[src/rtl/crt_pkg.sv]
package crt_pkg;
  localparam int CRT_CNT_W   = 12;
  localparam int CRT_ADDR_W  = 32;
  localparam int CRT_DATA_W  = 32;
  localparam int CRT_REG_AW  = 8;
  localparam int CRT_UNIT_SHIFT = 3;  // 64-bit unit = 8 bytes

  typedef logic [CRT_CNT_W-1:0]  cnt_t;
  typedef logic [CRT_ADDR_W-1:0] addr_t;
  typedef logic [CRT_DATA_W-1:0] data_t;
  typedef logic [CRT_REG_AW-1:0] regaddr_t;

  typedef struct packed {
    logic  zoom;
    logic  hs_inv;
    logic  vs_inv;
    addr_t base;
    addr_t pitch;
    cnt_t  h_act;
    cnt_t  h_blk;
    cnt_t  h_fp;
    cnt_t  h_sw;
    cnt_t  v_act;
    cnt_t  v_blk;
    cnt_t  v_fp;
    cnt_t  v_sw;
  } crt_cfg_t;

  localparam regaddr_t OFS_CTRL  = 8'h00;
  localparam regaddr_t OFS_BASE  = 8'h04;
  localparam regaddr_t OFS_PITCH = 8'h08;
  localparam regaddr_t OFS_HACT  = 8'h0C;
  localparam regaddr_t OFS_HBLK  = 8'h10;
  localparam regaddr_t OFS_HFP   = 8'h14;
  localparam regaddr_t OFS_HSW   = 8'h18;
  localparam regaddr_t OFS_VACT  = 8'h1C;
  localparam regaddr_t OFS_VBLK  = 8'h20;
  localparam regaddr_t OFS_VFP   = 8'h24;
  localparam regaddr_t OFS_VSW   = 8'h28;
  localparam regaddr_t OFS_IRQ   = 8'h2C;
  localparam regaddr_t OFS_LINE  = 8'h30;
endpackage

[src/rtl/crt_reg_bank.sv]
module crt_reg_bank
  import crt_pkg::*;
#(
  parameter crt_cfg_t RST_CFG = '0
) (
  input  logic     clk,
  input  logic     rst_n,
  input  logic     wr_en,
  input  regaddr_t wr_addr,
  input  data_t    wr_data,
  input  regaddr_t rd_addr,
  input  logic     frame_end,
  input  cnt_t     cur_line,
  output crt_cfg_t cfg_live,
  output crt_cfg_t cfg_act,
  output cnt_t     irq_line,
  output data_t    rd_data
);

  crt_cfg_t live_d;
  cnt_t     irq_d;
  cnt_t     wr_cnt;

  assign wr_cnt = wr_data[CRT_CNT_W-1:0];

  // next state of the staging registers
  always_comb begin
    live_d = cfg_live;
    irq_d  = irq_line;
    if (wr_en) begin
      unique case (wr_addr)
        OFS_CTRL: begin
          live_d.zoom   = wr_data[0];
          live_d.hs_inv = wr_data[1];
          live_d.vs_inv = wr_data[2];
        end
        OFS_BASE:  live_d.base  = wr_data;
        OFS_PITCH: live_d.pitch = wr_data;
        OFS_HACT:  live_d.h_act = wr_cnt;
        OFS_HBLK:  live_d.h_blk = wr_cnt;
        OFS_HFP:   live_d.h_fp  = wr_cnt;
        OFS_HSW:   live_d.h_sw  = wr_cnt;
        OFS_VACT:  live_d.v_act = wr_cnt;
        OFS_VBLK:  live_d.v_blk = wr_cnt;
        OFS_VFP:   live_d.v_fp  = wr_cnt;
        OFS_VSW:   live_d.v_sw  = wr_cnt;
        OFS_IRQ:   irq_d        = wr_cnt;
        default: ;
      endcase
    end
  end

  always_ff @(posedge clk or negedge rst_n) begin
    if (!rst_n) begin
      cfg_live <= RST_CFG;
      irq_line <= '1;
    end else begin
      cfg_live <= live_d;
      irq_line <= irq_d;
    end
  end

  // working set, copied at the frame boundary only
  always_ff @(posedge clk or negedge rst_n) begin
    if (!rst_n) begin
      cfg_act <= RST_CFG;
    end else if (frame_end) begin
      cfg_act <= cfg_live;
    end
  end

  always_comb begin
    rd_data = '0;
    unique case (rd_addr)
      OFS_CTRL:  rd_data = data_t'({cfg_live.vs_inv, cfg_live.hs_inv, cfg_live.zoom});
      OFS_BASE:  rd_data = cfg_live.base;
      OFS_PITCH: rd_data = cfg_live.pitch;
      OFS_HACT:  rd_data = data_t'(cfg_live.h_act);
      OFS_HBLK:  rd_data = data_t'(cfg_live.h_blk);
      OFS_HFP:   rd_data = data_t'(cfg_live.h_fp);
      OFS_HSW:   rd_data = data_t'(cfg_live.h_sw);
      OFS_VACT:  rd_data = data_t'(cfg_live.v_act);
      OFS_VBLK:  rd_data = data_t'(cfg_live.v_blk);
      OFS_VFP:   rd_data = data_t'(cfg_live.v_fp);
      OFS_VSW:   rd_data = data_t'(cfg_live.v_sw);
      OFS_IRQ:   rd_data = data_t'(irq_line);
      OFS_LINE:  rd_data = data_t'(cur_line);
      default:   rd_data = '0;
    endcase
  end

endmodule

[src/rtl/crt_axis_counter.sv]
module crt_axis_counter
  import crt_pkg::*;
(
  input  logic clk,
  input  logic rst_n,
  input  logic step,
  input  cnt_t act_len,
  input  cnt_t blk_len,
  input  cnt_t fp_len,
  input  cnt_t sw_len,
  output cnt_t cnt,
  output logic wrap,
  output logic in_act,
  output logic in_sync
);

  localparam int EXT_W = CRT_CNT_W + 2;
  typedef logic [EXT_W-1:0] ext_t;

  ext_t total, pos_next, sync_lo, sync_hi, pos;
  logic last;
  cnt_t cnt_d;

  assign pos      = ext_t'(cnt);
  assign total    = ext_t'(act_len) + ext_t'(blk_len);
  assign pos_next = pos + ext_t'(1);
  assign last     = (pos_next >= total);
  assign wrap     = step & last;

  assign sync_lo  = ext_t'(act_len) + ext_t'(fp_len);
  assign sync_hi  = sync_lo + ext_t'(sw_len);
  assign in_act   = (pos < ext_t'(act_len));
  assign in_sync  = (pos >= sync_lo) && (pos < sync_hi);

  always_comb begin
    cnt_d = cnt;
    if (step) begin
      cnt_d = last ? '0 : cnt + cnt_t'(1);
    end
  end

  always_ff @(posedge clk or negedge rst_n) begin
    if (!rst_n) begin
      cnt <= '0;
    end else begin
      cnt <= cnt_d;
    end
  end

endmodule

[src/rtl/crt_fetch_addr.sv]
module crt_fetch_addr
  import crt_pkg::*;
#(
  parameter addr_t RST_BASE = '0
) (
  input  logic  clk,
  input  logic  rst_n,
  input  logic  frame_end,
  input  logic  line_end,
  input  cnt_t  v_cnt,
  input  cnt_t  v_act,
  input  logic  zoom,
  input  addr_t pitch,
  input  addr_t next_base,
  input  cnt_t  h_cnt,
  output addr_t fetch_addr
);

  addr_t line_addr, line_addr_d;
  logic  adv_ok;

  // with zoom, only the second line of each displayed pair moves on
  assign adv_ok = (v_cnt < v_act) && (!zoom || v_cnt[0]);

  always_comb begin
    line_addr_d = line_addr;
    if (frame_end) begin
      line_addr_d = next_base;
    end else if (line_end && adv_ok) begin
      line_addr_d = line_addr + pitch;
    end
  end

  always_ff @(posedge clk or negedge rst_n) begin
    if (!rst_n) begin
      line_addr <= RST_BASE;
    end else begin
      line_addr <= line_addr_d;
    end
  end

  assign fetch_addr = line_addr + (addr_t'(h_cnt) << CRT_UNIT_SHIFT);

endmodule

[src/rtl/crt_raster_gen.sv]
module crt_raster_gen
  import crt_pkg::*;
#(
  parameter int RST_SYNC_STAGES = 2,
  parameter int RST_BASE  = 0,
  parameter int RST_PITCH = 64,
  parameter int RST_H_ACT = 8,
  parameter int RST_H_BLK = 4,
  parameter int RST_H_FP  = 1,
  parameter int RST_H_SW  = 2,
  parameter int RST_V_ACT = 6,
  parameter int RST_V_BLK = 3,
  parameter int RST_V_FP  = 1,
  parameter int RST_V_SW  = 1
) (
  input  logic        clk,
  input  logic        rst_n,
  input  logic        wr_en,
  input  logic [7:0]  wr_addr,
  input  logic [31:0] wr_data,
  input  logic [7:0]  rd_addr,
  output logic [31:0] rd_data,
  output logic        hsync,
  output logic        vsync,
  output logic        blank,
  output logic        active_video,
  output logic        line_irq,
  output logic [31:0] fetch_addr
);

  localparam crt_cfg_t RST_CFG = '{
    zoom:   1'b0,
    hs_inv: 1'b0,
    vs_inv: 1'b0,
    base:   addr_t'(RST_BASE),
    pitch:  addr_t'(RST_PITCH),
    h_act:  cnt_t'(RST_H_ACT),
    h_blk:  cnt_t'(RST_H_BLK),
    h_fp:   cnt_t'(RST_H_FP),
    h_sw:   cnt_t'(RST_H_SW),
    v_act:  cnt_t'(RST_V_ACT),
    v_blk:  cnt_t'(RST_V_BLK),
    v_fp:   cnt_t'(RST_V_FP),
    v_sw:   cnt_t'(RST_V_SW)
  };

  // reset: asserted asynchronously, released on the clock
  logic [RST_SYNC_STAGES-1:0] rst_pipe;
  logic rst_sync_n;

  always_ff @(posedge clk or negedge rst_n) begin
    if (!rst_n) begin
      rst_pipe <= '0;
    end else begin
      rst_pipe <= {rst_pipe[RST_SYNC_STAGES-2:0], 1'b1};
    end
  end
  assign rst_sync_n = rst_pipe[RST_SYNC_STAGES-1];

  crt_cfg_t cfg_live, cfg_act;
  cnt_t     irq_line;
  cnt_t     h_cnt, v_cnt;
  logic     h_wrap, v_wrap, frame_end;
  logic     h_act_w, v_act_w, h_sync_w, v_sync_w;

  assign frame_end = v_wrap;

  crt_reg_bank #(.RST_CFG(RST_CFG)) u_regs (
    .clk       (clk),
    .rst_n     (rst_sync_n),
    .wr_en     (wr_en),
    .wr_addr   (wr_addr),
    .wr_data   (wr_data),
    .rd_addr   (rd_addr),
    .frame_end (frame_end),
    .cur_line  (v_cnt),
    .cfg_live  (cfg_live),
    .cfg_act   (cfg_act),
    .irq_line  (irq_line),
    .rd_data   (rd_data)
  );

  crt_axis_counter u_hcnt (
    .clk     (clk),
    .rst_n   (rst_sync_n),
    .step    (1'b1),
    .act_len (cfg_act.h_act),
    .blk_len (cfg_act.h_blk),
    .fp_len  (cfg_act.h_fp),
    .sw_len  (cfg_act.h_sw),
    .cnt     (h_cnt),
    .wrap    (h_wrap),
    .in_act  (h_act_w),
    .in_sync (h_sync_w)
  );

  crt_axis_counter u_vcnt (
    .clk     (clk),
    .rst_n   (rst_sync_n),
    .step    (h_wrap),
    .act_len (cfg_act.v_act),
    .blk_len (cfg_act.v_blk),
    .fp_len  (cfg_act.v_fp),
    .sw_len  (cfg_act.v_sw),
    .cnt     (v_cnt),
    .wrap    (v_wrap),
    .in_act  (v_act_w),
    .in_sync (v_sync_w)
  );

  crt_fetch_addr #(.RST_BASE(addr_t'(RST_BASE))) u_addr (
    .clk        (clk),
    .rst_n      (rst_sync_n),
    .frame_end  (frame_end),
    .line_end   (h_wrap),
    .v_cnt      (v_cnt),
    .v_act      (cfg_act.v_act),
    .zoom       (cfg_act.zoom),
    .pitch      (cfg_act.pitch),
    .next_base  (cfg_live.base),
    .h_cnt      (h_cnt),
    .fetch_addr (fetch_addr)
  );

  assign active_video = h_act_w & v_act_w;
  assign blank        = ~active_video;
  assign hsync        = h_sync_w ^ cfg_act.hs_inv;
  assign vsync        = v_sync_w ^ cfg_act.vs_inv;
  assign line_irq     = (h_cnt == '0) && (v_cnt == irq_line);

endmodule

[config.mk]
export PLATFORM = sky130hd
export DESIGN_NAME = crt_raster_gen
export DESIGN_NICKNAME = d
export VERILOG_FILES = /design/src/rtl/crt_pkg.sv /design/src/rtl/crt_reg_bank.sv /design/src/rtl/crt_axis_counter.sv /design/src/rtl/crt_fetch_addr.sv /design/src/rtl/crt_raster_gen.sv
export SDC_FILE = /design/constraint.sdc
export NUM_CORES = 1
export LEC_CHECK = 0
export CAP_MARGIN = 20
export CORE_UTILIZATION = 45
export DETAILED_ROUTE_END_ITERATION = 8
export PLACE_DENSITY = 0.69
export SLEW_MARGIN = 15
export SYNTH_ARGS = -nofsm -noshare
export SYNTH_HDL_FRONTEND = slang
export SYNTH_SLANG_ARGS = --single-unit
[constraint.sdc]
create_clock -name clk -period 10.23 [get_ports clk]
set_input_delay 2.046 -clock clk [delete_from_list [all_inputs] [get_ports clk]]
set_output_delay 2.046 -clock clk [all_outputs]
set_load 0.01 [all_outputs]
==> results.txt, run 1 <==
Dominant cells by area after synthesis = dfrtp_1, mux2_2, ha_1
Worst-Skew Late Latency = 0.58 ns
Yosys top cell area share = 36.8%
HPWL after DPL = 48,900 microns
Die area = 0.0507 sq mm
# Post-CTS Setup Buffers = 0
GP Congestion = 0.923
Register area share after synthesis = 40.8%
Longest Clk Path Bufs = 3
#FFs+latches synth = 364
Total power = 3.16 mW
Minimum clock period = 7.74 ns
Die Width = 225 microns
Largest net degree at the start of global routing = 156
Netlist Area Pre-Place = 0.0224 sq mm
F_max = 0.129 GHz
Startpoint Class = register
Net count reported at finish = 2,432
Count of final setup violators = 0
DR iter-0 viols = 1,362
Antenna violations before repair = 1
Post-Syn Instances = 2,069
Num CTS Buffers = 40
DIE HEIGHT = 225 microns
Fin. max-slew vios = 0
Peak fanout along the critical path = 4
Core Util, Final = 52.4%
Area leader, netlist = dfrtp_1
Starting Density = 45.7%
Fin. Hold Viols = 0
Routed len/inst = 22.9 microns
DR pass1 iterations = 5
Worst-case reg-to-reg path depth = 20
# IOs = 120
Clock skew = 0.0276 ns
Leakage = 12.8 nW
Req. time, crit path = 8.18 ns
Pre-CTS WS = 3.07 ns
Most used DFF post-synth = dfrtp_1
TritonCTS clock tree = built
Critical R2R Launch = u_regs.cfg_act[36]
Hold Slack = 0.353 ns
EDFF count, synth = 0
Max H-tree Level = 2
Yosys warnings = 0
Share of cells above drive strength 1 = 18.5%
Slew HR = 23.9%
CTS Sinks = 364
Avg Cell Area, Syn = 10.8 sq um
Total grt overflow = 0
Total vias in the final route = 16,900
Crit path capture = vsync
Vias in the first global route = 17,100
Distinct cell type count after synthesis = 70
Ant diodes = 0
Hold Crit Start = rst_pipe[0]
Setup crit end kind = primary output
Non-Filler Instances = 2,853
Max-cap violations = 0
Top-count cell post-synth = dfrtp_1
Asr flop ratio synth = 100%
Overall fraction of global-route tracks in use = 26.3%
FF-to-FF setup slack = 4.25 ns
Crit path from = u_regs.cfg_act[36]
Placed cell areas = 0.0243 sq mm
Peak supply drop = 93.3 uV
Area growth, synth to finish = 14.6%
Fin Setup TNS = 0 ns
Pwr/cell area = 123 mW/mm^2
Cell count after placement = 2,778
Post-CTS resize count = 0
Setup CP Type = register to primary output
Number of placement rows = 81
Via density = 5.93
Outcome = finished clean
Core area = 0.0491 sq mm
Finished Cell Area = 0.0257 sq mm
WL final = 65,300 microns
Clk slew on worst S/H paths = 0.06 ns
Final setup margin = 2.49 ns
First-pass GRT wire length = 102,000 microns
Reg-to-reg endpoint = u_regs.cfg_act[56]
Buffers added on ports = 119
CP Data Arrival Time = 5.70 ns
Fin crit share = 75.7%
Syn Nets = 2,344
RSZ-0062 raised after global routing = no
Post-synth top cells = dfrtp_1, mux2_2, ha_1
Antenna-violating nets left = 0
Worst Max-Slew Pin Slew = 1.14 ns
Hold buffer count at cts = 0
CTS Root Cell = clkbuf_16
# DRC = 0
Class of the worst hold path = register to register
[layout by cell type, fill, tap and decap left out, types with 7 or more instances in the layout]
| cell type | synthesis | layout |
|---|---|---|
| nor4_1 | 7 | 7 |
| nor3_1 | 10 | 8 |
| clkdlybuf4s50_1 | 0 | 119 |
| o21a_1 | 12 | 12 |
| and2_1 | 20 | 20 |
| a22oi_1 | 12 | 12 |
| nor2_1 | 87 | 84 |
| inv_1 | 95 | 95 |
| buf_4 | 3 | 16 |
| dfstp_2 | 34 | 34 |
| and3_1 | 15 | 15 |
| a21o_1 | 73 | 73 |
| a221oi_1 | 34 | 34 |
| a211oi_1 | 7 | 7 |
| mux2_2 | 277 | 277 |
| clkbuf_16 | 0 | 41 |
| clkbuf_1 | 76 | 13 |
| nand2b_1 | 16 | 16 |
| nand3_1 | 51 | 51 |
| a22o_1 | 60 | 60 |
| o21ai_0 | 78 | 78 |
| ha_1 | 216 | 216 |
| xnor2_1 | 96 | 96 |
| nand2_1 | 108 | 108 |
| a31oi_1 | 13 | 12 |
| a21oi_1 | 98 | 98 |
| nor2b_1 | 18 | 18 |
| fa_1 | 8 | 8 |
| nand4_1 | 17 | 17 |
| o21bai_1 | 26 | 26 |
| dfrtp_1 | 330 | 329 |
| xor2_1 | 49 | 49 |
| nand3b_1 | 8 | 8 |
[kinds of logic (layout without fill, tap and decap cells)]
| kind of cell | after synthesis | count (layout) | synth area share, % |
|---|---|---|---|
| and+or+nand+nor | 376 | 376 | 8.11 |
| buffers and inverters | 187 | 307 | 3.24 |
| other | 1 | 1 | 0.0167 |
| xor gates and xnor gates | 145 | 145 | 5.66 |
| DFF | 364 | 364 | 40.8 |
| AOI/OAI and AO/OA | 489 | 489 | 15.2 |
| adders and majority gates | 224 | 224 | 12.8 |
| muxes | 283 | 283 | 14.2 |
[sequential cells by signal, summed over array words and instances (netlist names)]
register,cells
u_vcnt.cnt,12
u_regs.cfg_live,163
u_regs.irq_line,12
u_addr.line_addr,32
u_regs.cfg_act,131
rst_pipe,2
u_hcnt.cnt,12
[critical path, stage by stage (launching register included)]
cell and delay, ns:
dfrtp_1 0.41, ha_1 0.22, fa_1 0.42, a21o_1 0.18
a21oi_1 0.26, nor2b_1 0.09, o21a_1 0.19, nor4_1 0.26
or3_1 0.19, xnor2_1 0.18, ha_1 0.30, a21oi_1 0.14
o21ai_0 0.15, xnor2_1 0.16, ha_1 0.29, a211o_1 0.28
o221ai_1 0.17, a21oi_1 0.07, o31ai_1 0.21, o21ai_0 0.20
xnor2_1 0.20, clkdlybuf4s50_1 0.56
[routing by layer]
| layer | global-route usage, % | part of all wire (%) | vias to the layer above |
|---|---|---|---|
| li1 | - | - | 7752 |
| met1 | 36.6 | 45 | 8556 |
| met2 | 41.5 | 46 | 491 |
| met3 | 3.59 | 5.2 | 113 |
| met4 | 10.3 | 3.7 | 2 |
| met5 | 0 | 0.020 | - |
[worst min path at each step]
| stage | depth (start not counted) | end | slack [ns] |
|---|---|---|---|
| 6_report | 0 | rst_pipe[1] | 0.35 |
| 5_1_grt | 0 | rst_pipe[1] | 0.37 |
| 4_1_cts | 0 | rst_pipe[1] | 0.35 |
| 3_5_place_dp | 0 | rst_pipe[1] | 0.34 |
| 3_3_place_gp | 0 | rst_pipe[1] | 0.33 |
| 2_1_floorplan | 0 | rst_pipe[1] | 0.33 |
[where the power goes]
part	leakage [nW]	switching, mW	internal, mW	total, mW
logic	7.46	0.0530	0.0481	0.101
registers	4.71	0.0457	1.48	1.52
clock network	0.663	0.611	0.924	1.53
total	12.8	0.709	2.45	3.16
[layout make-up]
class	count	area [sq um]
repair buffers	138	1380
well taps	664	831
fillers	4332	23400
clock inverters	16	249
multi-input cells	1518	12600
inverters	95	357
clock buffers	58	1130
flip-flops and latches	364	9160
No activity file was read; power rests on OpenSTA's default activity.
==> run 2: changes to the inputs <==
==> constraint.sdc (replaced) <==
create_clock -name clk -period 6.8 [get_ports clk]
set_input_delay 1.36 -clock clk [delete_from_list [all_inputs] [get_ports clk]]
set_output_delay 1.36 -clock clk [all_outputs]
set_load 0.01 [all_outputs]
==> results.txt, run 2 (same netlist as run 1, synthesis figures left out) <==
Commonest cells after routing, fill and taps aside = dfrtp_1, mux2_2, ha_1
Count of final setup violators = 0
Net count reported at finish = 2,448
DR iter-0 viols = 1,382
WHS Endpoint = rst_pipe[1]
Setup crit end kind = primary output
Fin crit share = 95.8%
GP Congestion = 0.915
Non-Filler Instances = 2,870
Routed len/inst = 22.7 microns
Num CTS Buffers = 40
Worst-Skew Late Latency = 0.57 ns
Worst Max-Slew Pin Slew = 1.13 ns
First-pass GRT wire length = 101,000 microns
Pwr/cell area = 183 mW/mm^2
Core area = 0.0491 sq mm
Most common cell after layout, fill and taps aside = dfrtp_1
DIE HEIGHT = 225 microns
Hold Path Stages = 0
Max-cap violations = 0
Overall fraction of global-route tracks in use = 26.1%
Worst-case reg-to-reg path depth = 19
Outcome = finished clean
Area growth, synth to finish = 15.5%
RSZ-0062 raised after global routing = no
Total vias in the final route = 17,100
Starting Density = 45.7%
DR pass1 iterations = 6
Leakage = 12.9 nW
Slew HR = 24.4%
Critical R2R Launch = u_regs.cfg_act[84]
Largest net degree at the start of global routing = 169
Die area = 0.0507 sq mm
Reg-to-reg endpoint = u_regs.cfg_act[56]
Req. time, crit path = 5.44 ns
CTS Sinks = 364
CTS Root Cell = clkbuf_16
Largest register FFs = 163
HPWL after DPL = 48,200 microns
TritonCTS clock tree = built
Class of the worst hold path = register to register
Fin Setup TNS = 0 ns
FF-to-FF setup slack = 1.35 ns
Minimum clock period = 6.51 ns
# DRC = 0
Via density = 5.96
Setup CP Type = register to primary output
Cell count after placement = 2,789
Startpoint Class = register
Clock skew = 0.0193 ns
Fin. max-slew vios = 0
Total grt overflow = 0
Vias in the first global route = 17,000
WL final = 65,200 microns
Final setup margin = 0.288 ns
Fin. Hold Viols = 0
Antenna violations before repair = 3
Max H-tree Level = 2
F_max = 0.154 GHz
Number of placement rows = 81
Clk slew on worst S/H paths = 0.06 ns
Top flop regs = u_regs.cfg_live (163), u_regs.cfg_act (131), u_addr.line_addr (32)
Longest Clk Path Bufs = 3
Die Width = 225 microns
Peak supply drop = 189 uV
Share of cells above drive strength 1 = 19.9%
Hold Crit Start = rst_pipe[0]
Antenna-violating nets left = 0
Pre-CTS WS = 0.337 ns
Peak fanout along the critical path = 4
Buffers added on ports = 119
Largest Register = u_regs.cfg_live
# IOs = 120
CP Data Arrival Time = 5.15 ns
## run 2: cell types whose count changed in the layout (fill, tap and decap cells not counted), sizes merged, moves of 2 or more
cell and delta:
diode +2, bufinv -3, buf +16, clkdlybuf4s50 -2
clkbuf +7
## run 2: what timing repair did
action	in CTS	in global routing
setup buffers	3	3
setup endpoints to repair	2	2
gates resized for setup	11	10
hold endpoints to repair	0	0
pin swaps	4	8
hold buffers	0	0
## run 2: cell type report
class	instances	area, sq um
Inverter	95	357
Antenna cell	2	5.00
Clock buffer	63	1250
Fill cell	4306	23200
Clock inverter	10	149
Timing Repair Buffer	154	1490
Tap cell	664	831
Multi-Input combinational cell	1518	12700
Sequential cell	364	9160
## run 2: per-stage QoR
step / hold WS [ns] / area, sq um / utilization, % / power (mW)
6_report: 0.353 / 25900 / 52.8 / 4.74
2_1_floorplan: 0.331 / 22400 / - / 2.38
4_1_cts: 0.357 / 25800 / 52.7 / 4.77
3_3_place_gp: 0.340 / 24400 / 49.7 / 2.47
5_1_grt: 0.368 / 25900 / 52.8 / 4.87
3_5_place_dp: 0.344 / 24400 / 49.7 / 2.48
## run 2: critical path: stages, from the launching register on
cell	delay, ns
dfrtp_1	0.41
ha_1	0.23
fa_1	0.41
a21o_1	0.19
a21oi_2	0.17
nor2b_1	0.07
o21a_1	0.20
nor4_2	0.33
or3_4	0.19
xnor2_2	0.13
ha_1	0.29
a21oi_1	0.15
o21ai_1	0.12
xnor2_1	0.15
ha_1	0.29
a211o_1	0.27
o221ai_1	0.16
a21oi_1	0.07
o31ai_1	0.27
o21ai_1	0.13
xnor2_1	0.20
clkbuf_2	0.16
## run 2: worst max path at each step
stage,startpoint,endpoint,slack (ns),cells after the start
3_3_place_gp,u_regs.cfg_act[36],vsync,0.47,21
2_1_floorplan,rst_pipe[1],u_addr.line_addr[0],0.89,0
5_1_grt,u_regs.cfg_act[36],vsync,0.002,21
4_1_cts,u_regs.cfg_act[84],hsync,0.18,21
3_5_place_dp,u_regs.cfg_act[84],hsync,0.34,20
6_report,u_regs.cfg_act[36],vsync,0.29,21
## run 2: power by group
part,internal [mW],switching (mW)
Sequential,2.22,0.0669
Clock,1.38,0.924
Combinational,0.0713,0.0791
Total,3.67,1.07
## run 2: layer usage
layer | up-vias | wire length, microns | share of wire [%] | track usage, %
met5 | - | 15 | 0.023 | 0
met1 | 8631 | 29400 | 45 | 36.8
met3 | 116 | 3930 | 6.0 | 3.91
met4 | 2 | 2040 | 3.1 | 8.91
li1 | 7785 | - | - | -
met2 | 571 | 29800 | 46 | 40.7
